$ cat config.mk
export PLATFORM = sky130hd
export DESIGN_NAME = nvs_byte_store
export DESIGN_NICKNAME = d
export VERILOG_FILES = /design/src/rtl/nvs_pkg.sv /design/src/rtl/nvs_bank_array.sv /design/src/rtl/nvs_byte_reader.sv /design/src/rtl/nvs_prog_readback.sv /design/src/rtl/nvs_byte_store.sv
export SDC_FILE = /design/constraint.sdc
export NUM_CORES = 2
export LEC_CHECK = 0
export ABC_AREA = 1
export BUFFER_PORTS_ARGS = -buffer_cell sky130_fd_sc_hd__buf_4
export CORE_MARGIN = 2
export CORE_UTILIZATION = 35
export CTS_CLUSTER_SIZE = 40
export DETAILED_ROUTE_END_ITERATION = 10
export SLEW_MARGIN = 10
export SYNTH_ARGS = -nofsm -noshare
export SYNTH_HDL_FRONTEND = slang
export SYNTH_SLANG_ARGS = --single-unit
$ cat constraint.sdc
create_clock -name clk -period 2.1 [get_ports clk]
set_input_delay 0.42 -clock clk [delete_from_list [all_inputs] [get_ports clk]]
set_output_delay 0.42 -clock clk [all_outputs]
set_load 0.005 [all_outputs]
$ cat src/rtl/nvs_pkg.sv
package nvs_pkg;

    typedef enum logic [1:0] {
        OP_IDLE  = 2'd0,
        OP_ERASE = 2'd1,
        OP_AND   = 2'd2,
        OP_LOAD  = 2'd3
    } prog_op_e;

    function automatic prog_op_e decode_op(input logic erase, input logic write);
        prog_op_e op;
        case ({erase, write})
            2'b10:   op = OP_ERASE;
            2'b01:   op = OP_AND;
            2'b11:   op = OP_LOAD;
            default: op = OP_IDLE;
        endcase
        return op;
    endfunction

endpackage

$ cat src/rtl/nvs_bank_array.sv
module nvs_bank_array
    import nvs_pkg::*;
#(
    parameter int BANKS     = 8,
    parameter int BANK_BITS = 128,
    localparam int BANK_AW  = $clog2(BANKS)
) (
    input  logic                                clk,
    input  logic                                rst_n,
    input  prog_op_e                            pg_op,
    input  logic [BANK_AW-1:0]                  pg_bank,
    input  logic [BANK_BITS-1:0]                pg_wdata,
    output logic [BANKS-1:0][BANK_BITS-1:0]     bank_o
);

    typedef struct packed {
        logic [BANKS-1:0][BANK_BITS-1:0] mem;
    } arr_st_t;

    arr_st_t st_d, st_q;

    always_comb begin
        st_d = st_q;
        for (int b = 0; b < BANKS; b++) begin
            if (pg_bank == BANK_AW'(b)) begin
                case (pg_op)
                    OP_ERASE: st_d.mem[b] = '1;
                    OP_AND:   st_d.mem[b] = st_q.mem[b] & pg_wdata;
                    OP_LOAD:  st_d.mem[b] = pg_wdata;
                    default:  st_d.mem[b] = st_q.mem[b];
                endcase
            end
        end
    end

    always_ff @(posedge clk or negedge rst_n) begin
        if (!rst_n) st_q <= '{mem: '1};
        else        st_q <= st_d;
    end

    assign bank_o = st_q.mem;

    for (genvar g = 0; g < BANKS; g++) begin : g_chk
        assert_bank_isolated_R8: assert property (@(posedge clk) disable iff (!rst_n)
            (pg_op == OP_IDLE || pg_bank != BANK_AW'(g)) |=> $stable(bank_o[g]));
        assert_erase_all_ones_R5: assert property (@(posedge clk) disable iff (!rst_n)
            (pg_op == OP_ERASE && pg_bank == BANK_AW'(g)) |=> (&bank_o[g]));
        assert_write_no_rise_R6: assert property (@(posedge clk) disable iff (!rst_n)
            (pg_op == OP_AND && pg_bank == BANK_AW'(g)) |=>
            ((bank_o[g] & ~$past(bank_o[g])) == '0));
        assert_load_exact_R7: assert property (@(posedge clk) disable iff (!rst_n)
            (pg_op == OP_LOAD && pg_bank == BANK_AW'(g)) |=> (bank_o[g] == $past(pg_wdata)));
    end

endmodule

$ cat src/rtl/nvs_byte_reader.sv
module nvs_byte_reader #(
    parameter int BANKS     = 8,
    parameter int BANK_BITS = 128,
    localparam int BYTES    = BANK_BITS / 8,
    localparam int BANK_AW  = $clog2(BANKS),
    localparam int BYTE_AW  = $clog2(BYTES),
    localparam int ADDR_W   = BANK_AW + BYTE_AW
) (
    input  logic                            clk,
    input  logic                            rst_n,
    input  logic                            rd_en,
    input  logic [ADDR_W-1:0]               rd_addr,
    input  logic [BANKS-1:0][BANK_BITS-1:0] bank_i,
    output logic [7:0]                      rd_data
);

    typedef struct packed {
        logic [7:0] data;
    } rd_st_t;

    rd_st_t st_d, st_q;
    logic [BANK_AW-1:0]   bank_sel;
    logic [BYTE_AW+2:0]   bit_off;

    assign bank_sel = rd_addr[ADDR_W-1:BYTE_AW];
    assign bit_off  = {rd_addr[BYTE_AW-1:0], 3'b000};

    always_comb begin
        st_d = st_q;
        if (rd_en) st_d.data = bank_i[bank_sel][bit_off +: 8];
    end

    always_ff @(posedge clk or negedge rst_n) begin
        if (!rst_n) st_q <= '0;
        else        st_q <= st_d;
    end

    assign rd_data = st_q.data;

    assert_hold_without_strobe_R4: assert property (@(posedge clk) disable iff (!rst_n)
        !rd_en |=> $stable(rd_data));

endmodule

$ cat src/rtl/nvs_prog_readback.sv
module nvs_prog_readback #(
    parameter int BANKS     = 8,
    parameter int BANK_BITS = 128,
    localparam int BANK_AW  = $clog2(BANKS)
) (
    input  logic                            clk,
    input  logic                            rst_n,
    input  logic                            pg_read,
    input  logic [BANK_AW-1:0]              pg_bank,
    input  logic [BANKS-1:0][BANK_BITS-1:0] bank_i,
    output logic [BANK_BITS-1:0]            pg_rdata
);

    typedef struct packed {
        logic [BANK_BITS-1:0] word;
    } rb_st_t;

    rb_st_t st_d, st_q;

    always_comb begin
        st_d = st_q;
        if (pg_read) st_d.word = bank_i[pg_bank];
    end

    always_ff @(posedge clk or negedge rst_n) begin
        if (!rst_n) st_q <= '0;
        else        st_q <= st_d;
    end

    assign pg_rdata = st_q.word;

    assert_readback_hold_R10: assert property (@(posedge clk) disable iff (!rst_n)
        !pg_read |=> $stable(pg_rdata));

endmodule

$ cat src/rtl/nvs_byte_store.sv
module nvs_byte_store
    import nvs_pkg::*;
#(
    parameter int BANKS     = 8,
    parameter int BANK_BITS = 128,
    localparam int BYTES    = BANK_BITS / 8,
    localparam int BANK_AW  = $clog2(BANKS),
    localparam int ADDR_W   = BANK_AW + $clog2(BYTES)
) (
    input  logic                 clk,
    input  logic                 rst_n,
    input  logic                 rd_en,
    input  logic [ADDR_W-1:0]    rd_addr,
    output logic [7:0]           rd_data,
    input  logic [BANK_AW-1:0]   prog_bank,
    input  logic [BANK_BITS-1:0] prog_wdata,
    input  logic                 prog_erase,
    input  logic                 prog_write,
    input  logic                 prog_read,
    output logic [BANK_BITS-1:0] prog_rdata
);

    prog_op_e                        op;
    logic [BANKS-1:0][BANK_BITS-1:0] banks;

    assign op = decode_op(prog_erase, prog_write);

    nvs_bank_array #(.BANKS(BANKS), .BANK_BITS(BANK_BITS)) u_array (
        .clk      (clk),
        .rst_n    (rst_n),
        .pg_op    (op),
        .pg_bank  (prog_bank),
        .pg_wdata (prog_wdata),
        .bank_o   (banks)
    );

    nvs_byte_reader #(.BANKS(BANKS), .BANK_BITS(BANK_BITS)) u_reader (
        .clk     (clk),
        .rst_n   (rst_n),
        .rd_en   (rd_en),
        .rd_addr (rd_addr),
        .bank_i  (banks),
        .rd_data (rd_data)
    );

    nvs_prog_readback #(.BANKS(BANKS), .BANK_BITS(BANK_BITS)) u_readback (
        .clk      (clk),
        .rst_n    (rst_n),
        .pg_read  (prog_read),
        .pg_bank  (prog_bank),
        .bank_i   (banks),
        .pg_rdata (prog_rdata)
    );

endmodule

**After elaboration in Yosys (flattened, before gate mapping)**

Index checks and enable logic that the tools add are counted.

- Flip-flop bits (word level): 1,160
- Bits of input ports: 144
- Output and inout bits: 136
- Word-level logic and storage cells: 57

- $lt $le $gt $ge: 2
- Equal/unequal tests: 13
- Shifts and indexed selects: 1
- Mux-type cells: 13
- Bitwise operators: 8
- Reductions and logical operators: 10

Operator list:

| cell | count |
|---|---|
| $pmux 128 s3 | 8 |
| $and 128x128->128 | 8 |
| $bmux 128 s3 | 2 |
| $mux 128 | 2 |
| $shiftx 128x8->8 | 1 |
| $reduce_and 2->1 | 8 |
| $eq 3x3->1 const B | 4 |
| $eq 2x2->1 const B | 4 |
| $lt 3x4->1 const B | 2 |
| $eq 3x2->1 const B | 2 |
| $pmux 2 s3 | 1 |
| $eq 2x1->1 const B | 2 |
| $eq 3x1->1 const B | 1 |
| $logic_not 3->1 | 1 |
| $reduce_bool 3->1 | 1 |

**Logic depth before layout (Yosys ltp)**

- Depth after elaboration: 5
- Depth in mapped cells: 14
- Mapped depth without buffers: 11

**Modules after synthesis**

A second synthesis with hierarchy kept.

- Cells, all modules: 12,387
- Area total of the unflattened synthesis: 77,735.8 um2

Modules (own cells, without submodules):

| module | times used | cells each | area each (um2) |
|---|---|---|---|
| nvs_bank_array | 1 | 6,628 | 49,670.1 |
| nvs_prog_readback | 1 | 3,430 | 17,236.5 |
| nvs_byte_reader | 1 | 2,327 | 10,821.6 |
| nvs_byte_store | 1 | 2 | 7.5 |

**Least setup slack after synthesis**

OpenSTA, ideal clock, no wires.

- Kind: in2reg
- From: input rd_addr[5]
- To: register u_reader.st_q (netlist bit u_reader.rd_data[0])
- Setup time: 0.117 ns
- Arrival: 1.540 ns
- Data required time: 1.983 ns
- Path slack: 0.443 ns
- Cell stages on the path: 13
- Buffers on the path: 3
- Path through: buf_2 inv_2 buf_4 buf_2 nand3_1 nand3_1 nand3_1 nand3_1 nand2_1 nand2_1 nand3_1 nand3_1 nand2_1

- Cells in the longest elaborated chain, start to end: 3

RTL lines:

| element | RTL line | source |
|---|---|---|
| start: declaration | nvs_byte_store.sv:13 | `input logic [ADDR_W-1:0] rd_addr,` |
| $bmux 128 s3 | nvs_byte_reader.sv:30 | `if (rd_en) st_d.data = bank_i[bank_sel][bit_off +: 8];` |
| $mux 128 (not written as such) | nvs_byte_reader.sv:30 |  |
| $shiftx 128x8->8 | nvs_byte_reader.sv:30 |  |
| end signal: assignment | nvs_byte_reader.sv:35 | `else st_q <= st_d;` |
| end: declaration | nvs_byte_reader.sv:21 | `rd_st_t st_d, st_q;` |

Every way passes these cells. The select of a mux whose other input is x is not followed.
A chain may end at the register's enable or synchronous reset.

**Worst setup path after layout**

- From: register u_reader.st_q (netlist bit u_reader.rd_data[5])
- To: output rd_data[5]

RTL lines:

| element | RTL line | source |
|---|---|---|
| end: declaration | nvs_byte_store.sv:14 | `output logic [7:0] rd_data,` |

No word-level cell between the ends.

==> impl_metrics.tcl <==
set metrics [dict create \
    wl_met2_um 112000 \
    die_height_um 420 \
    cts_root_buffer "clkbuf_16" \
    synth.largest_area_cell "dfstp_2" \
    cp_slowest_cell "dfrtp_1" \
    powerDensity_nw_per_um2 976 \
    start_util_pct 35.3 \
    min_path_type "in2reg" \
    post-synth-top-count-cell "o21ai_0" \
    maxCapViolCount 0 \
    synth_ff_type "dfstp_2" \
    path_max_fanout 2 \
    layout-drive-gt1-share_pct 26.7 \
    setup_viol_count_final 0 \
    worst_setup_path_start_kind "register" \
    ys_ff_latch 1160 \
    yosysSeqAreaShare_pct 50.0 \
    ys_top_cells_by_count "2,108 x o21ai_0, 1,559 x nand2_1, 1,091 x nand3_1, 1,024 x dfstp_2, 384 x clkbuf_1" \
    via_per_inst 5.87 \
    drt-initial-drc-count 6713 \
    cts.clk_slew.worst_paths_ns 0.06 \
    slew_headroom_pct 44.8 \
    grt_max_degree 95 \
    crit_family "flip-flops" \
    max_stage_delay_ns 0.58 \
    cp-startpoint "u_reader.rd_data[5]" \
    clkSinkCount 1160 \
    synth_area_leaders "dfstp_2 44%, o21ai_0 17%, nand2_1 9.7%" \
    worstSkewPairLatency_ns 0.82 \
    max_freq_ghz 0.502 \
    max-clock-path-buffers 3 \
    wire_per_inst_um 23.4 \
    finalCritPeriodShare_pct 94.8 \
    path_buf_inv 1 \
    pin_count 280 \
    worstPathArrival_ns 1.57 \
    highest_layer "met5" \
    p_leak_nw 30.9 \
    synthCells 7475 \
    min_period_ns 1.99 \
    cp.required_ns 1.68 \
    grt_pass1_vias 59000 \
    grt_pass1_wl_um 372000 \
    status "finished clean" \
    place_congestion 0.911 \
    finalHoldViolCount 0 \
    ir_drop_v 0.000895 \
    grt.total_usage_pct 27.3 \
    cts_tree "built" \
    reg2reg_from "u_array.bank_o[897]" \
    power_mw 74.8 \
    antenna_found_initial 29 \
    hold_start "prog_read" \
    core_um2 172000 \
    drc_errors 0 \
    io_buffers 279 \
    nNetsFinal 8154 \
    yosys_warnings 0 \
    cp_cell_sequence "buf_4" \
    syn-cell-area_um2 60600 \
    drt_pass1_iterations 9 \
    hpwl_um 164000 \
    synthDominantCellAreaShare_pct 44.4 \
    cts_max_level 4 \
    cts_resized 0 \
    cts_inserted_buffers 137 \
    areaGrowthSynthToFinish_pct 26.3 \
    num_rows 152 \
    synth_enable_flop_cells 0 \
    met1_length_um 99100 \
    whs_ns 0.0339 \
    ys_async_sr_fraction_pct 100 \
    vias 61300 \
    fp.dieW_um 420 \
    endpoint_kind "primary output" \
    gr-total-overflow 0 \
    postSynthAreaPerCell_um2 8.11 \
    critical_path_class "reg2out" \
    synthesis.nets 7619 \
    maxSlewViolCount 0 \
    die_area_um2 177000 \
    wl_met3_um 19600 \
    postRouteAntennaNets 0 \
    finalClockSkew_ns 0.0353 \
    ys_types 25 \
    rsz0062_at_grt "no" \
    worst_pin_slew_ns 0.827 \
    drt-total-wl_um 245000 \
]
[placed cells by master (no fill, tap or decap), types with 12 or more instances in the layout]
master / instances
diode_2: 14
dfstp_2: 1024
clkbuf_1: 35
buf_12: 236
nand3_1: 1091
bufinv_16: 12
buf_4: 664
o311ai_0: 18
o211ai_1: 108
a22o_1: 23
o21ai_1: 90
nand4_1: 112
a21oi_1: 144
dlygate4sd3_1: 130
dfrtp_1: 136
clkbuf_8: 23
clkbuf_16: 139
o21ai_0: 2108
a22oi_1: 251
inv_1: 150
clkinv_2: 20
nand2_1: 1551
[metrics by stage]
stage / cell area, um2 / instances / utilization [%] / TNS [ns] / worst slack, ns
final: 76600 / 10400 / 44.5 / 0 / 0.109
after global placement: 70600 / 10100 / 41.1 / -7.49 / -0.405
after global routing: 76600 / 10400 / 44.5 / 0 / 0.0974
after detailed placement: 70600 / 10100 / 41.1 / -9.18 / -0.377
after CTS: 76600 / 10400 / 44.5 / 0 / 0.0639
after floorplan: 60600 / 7475 / - / 0 / 0.443
[final cells by class]
type	instances	area (um2)
multi-input cells	5514	26900
diodes	14	35.0
fillers	16700	95300
clock buffers	197	3930
flip-flops and latches	1160	30300
well taps	2310	2890
repair buffers	1037	11100
inverters	160	651
clock inverters	54	743
[registers in the layout (all words and copies together) (netlist names)]
signal and flops:
u_array.bank_o 1024, u_readback.pg_rdata 128, u_reader.rd_data 8
[timing repair]
| action | 4_1_cts | 5_1_grt |
|---|---|---|
| setup endpoints to repair | 0 | 0 |
| hold buffers | 130 | 0 |
| setup buffers | 0 | 0 |
| endpoints found under the hold margin | 1060 | 0 |
[per-layer routing]
| metal | global-route usage, % | vias up |
|---|---|---|
| met5 | 0 | - |
| met4 | 14.4 | 18 |
| met1 | 35.9 | 29800 |
| met2 | 43.0 | 3191 |
| li1 | - | 27600 |
| met3 | 4.60 | 695 |
[power by group]
group | switching [mW] | total [mW] | internal [mW] | leakage, nW
Combinational | 8.79 | 15.1 | 6.30 | 16.2
Clock | 10.3 | 24.9 | 14.6 | 2.27
Sequential | 4.07 | 34.8 | 30.7 | 12.4
Total | 23.1 | 74.8 | 51.6 | 30.9
[path summary, 6_finish.rpt]
path / endpoint / slack (ns) / depth (start not counted)
worst max-delay path: rd_data[5] / 0.11 / 1
worst min-delay path: u_readback.pg_rdata[15] / 0.03 / 3
worst max register to register: u_reader.rd_data[1] / 0.24 / 10
worst min register to register: u_array.bank_o[965] / 0.49 / 2
max in group asynchronous: u_array.bank_o[62] / 0.99 / 4
min in group asynchronous: u_readback.pg_rdata[20] / 0.11 / 2
[logic make-up (layout without fill, tap and decap cells)]
kind of cell | Yosys count | in the layout | synth area share [%]
and+or+nand+nor | 2768 | 2768 | 19.9
AOI/OAI and AO/OA | 2746 | 2746 | 24.4
DFF | 1160 | 1160 | 50.0
buffers and inverters | 801 | 1448 | 5.71
other | 0 | 14 | 0
No activity file was read; power rests on OpenSTA's default activity.
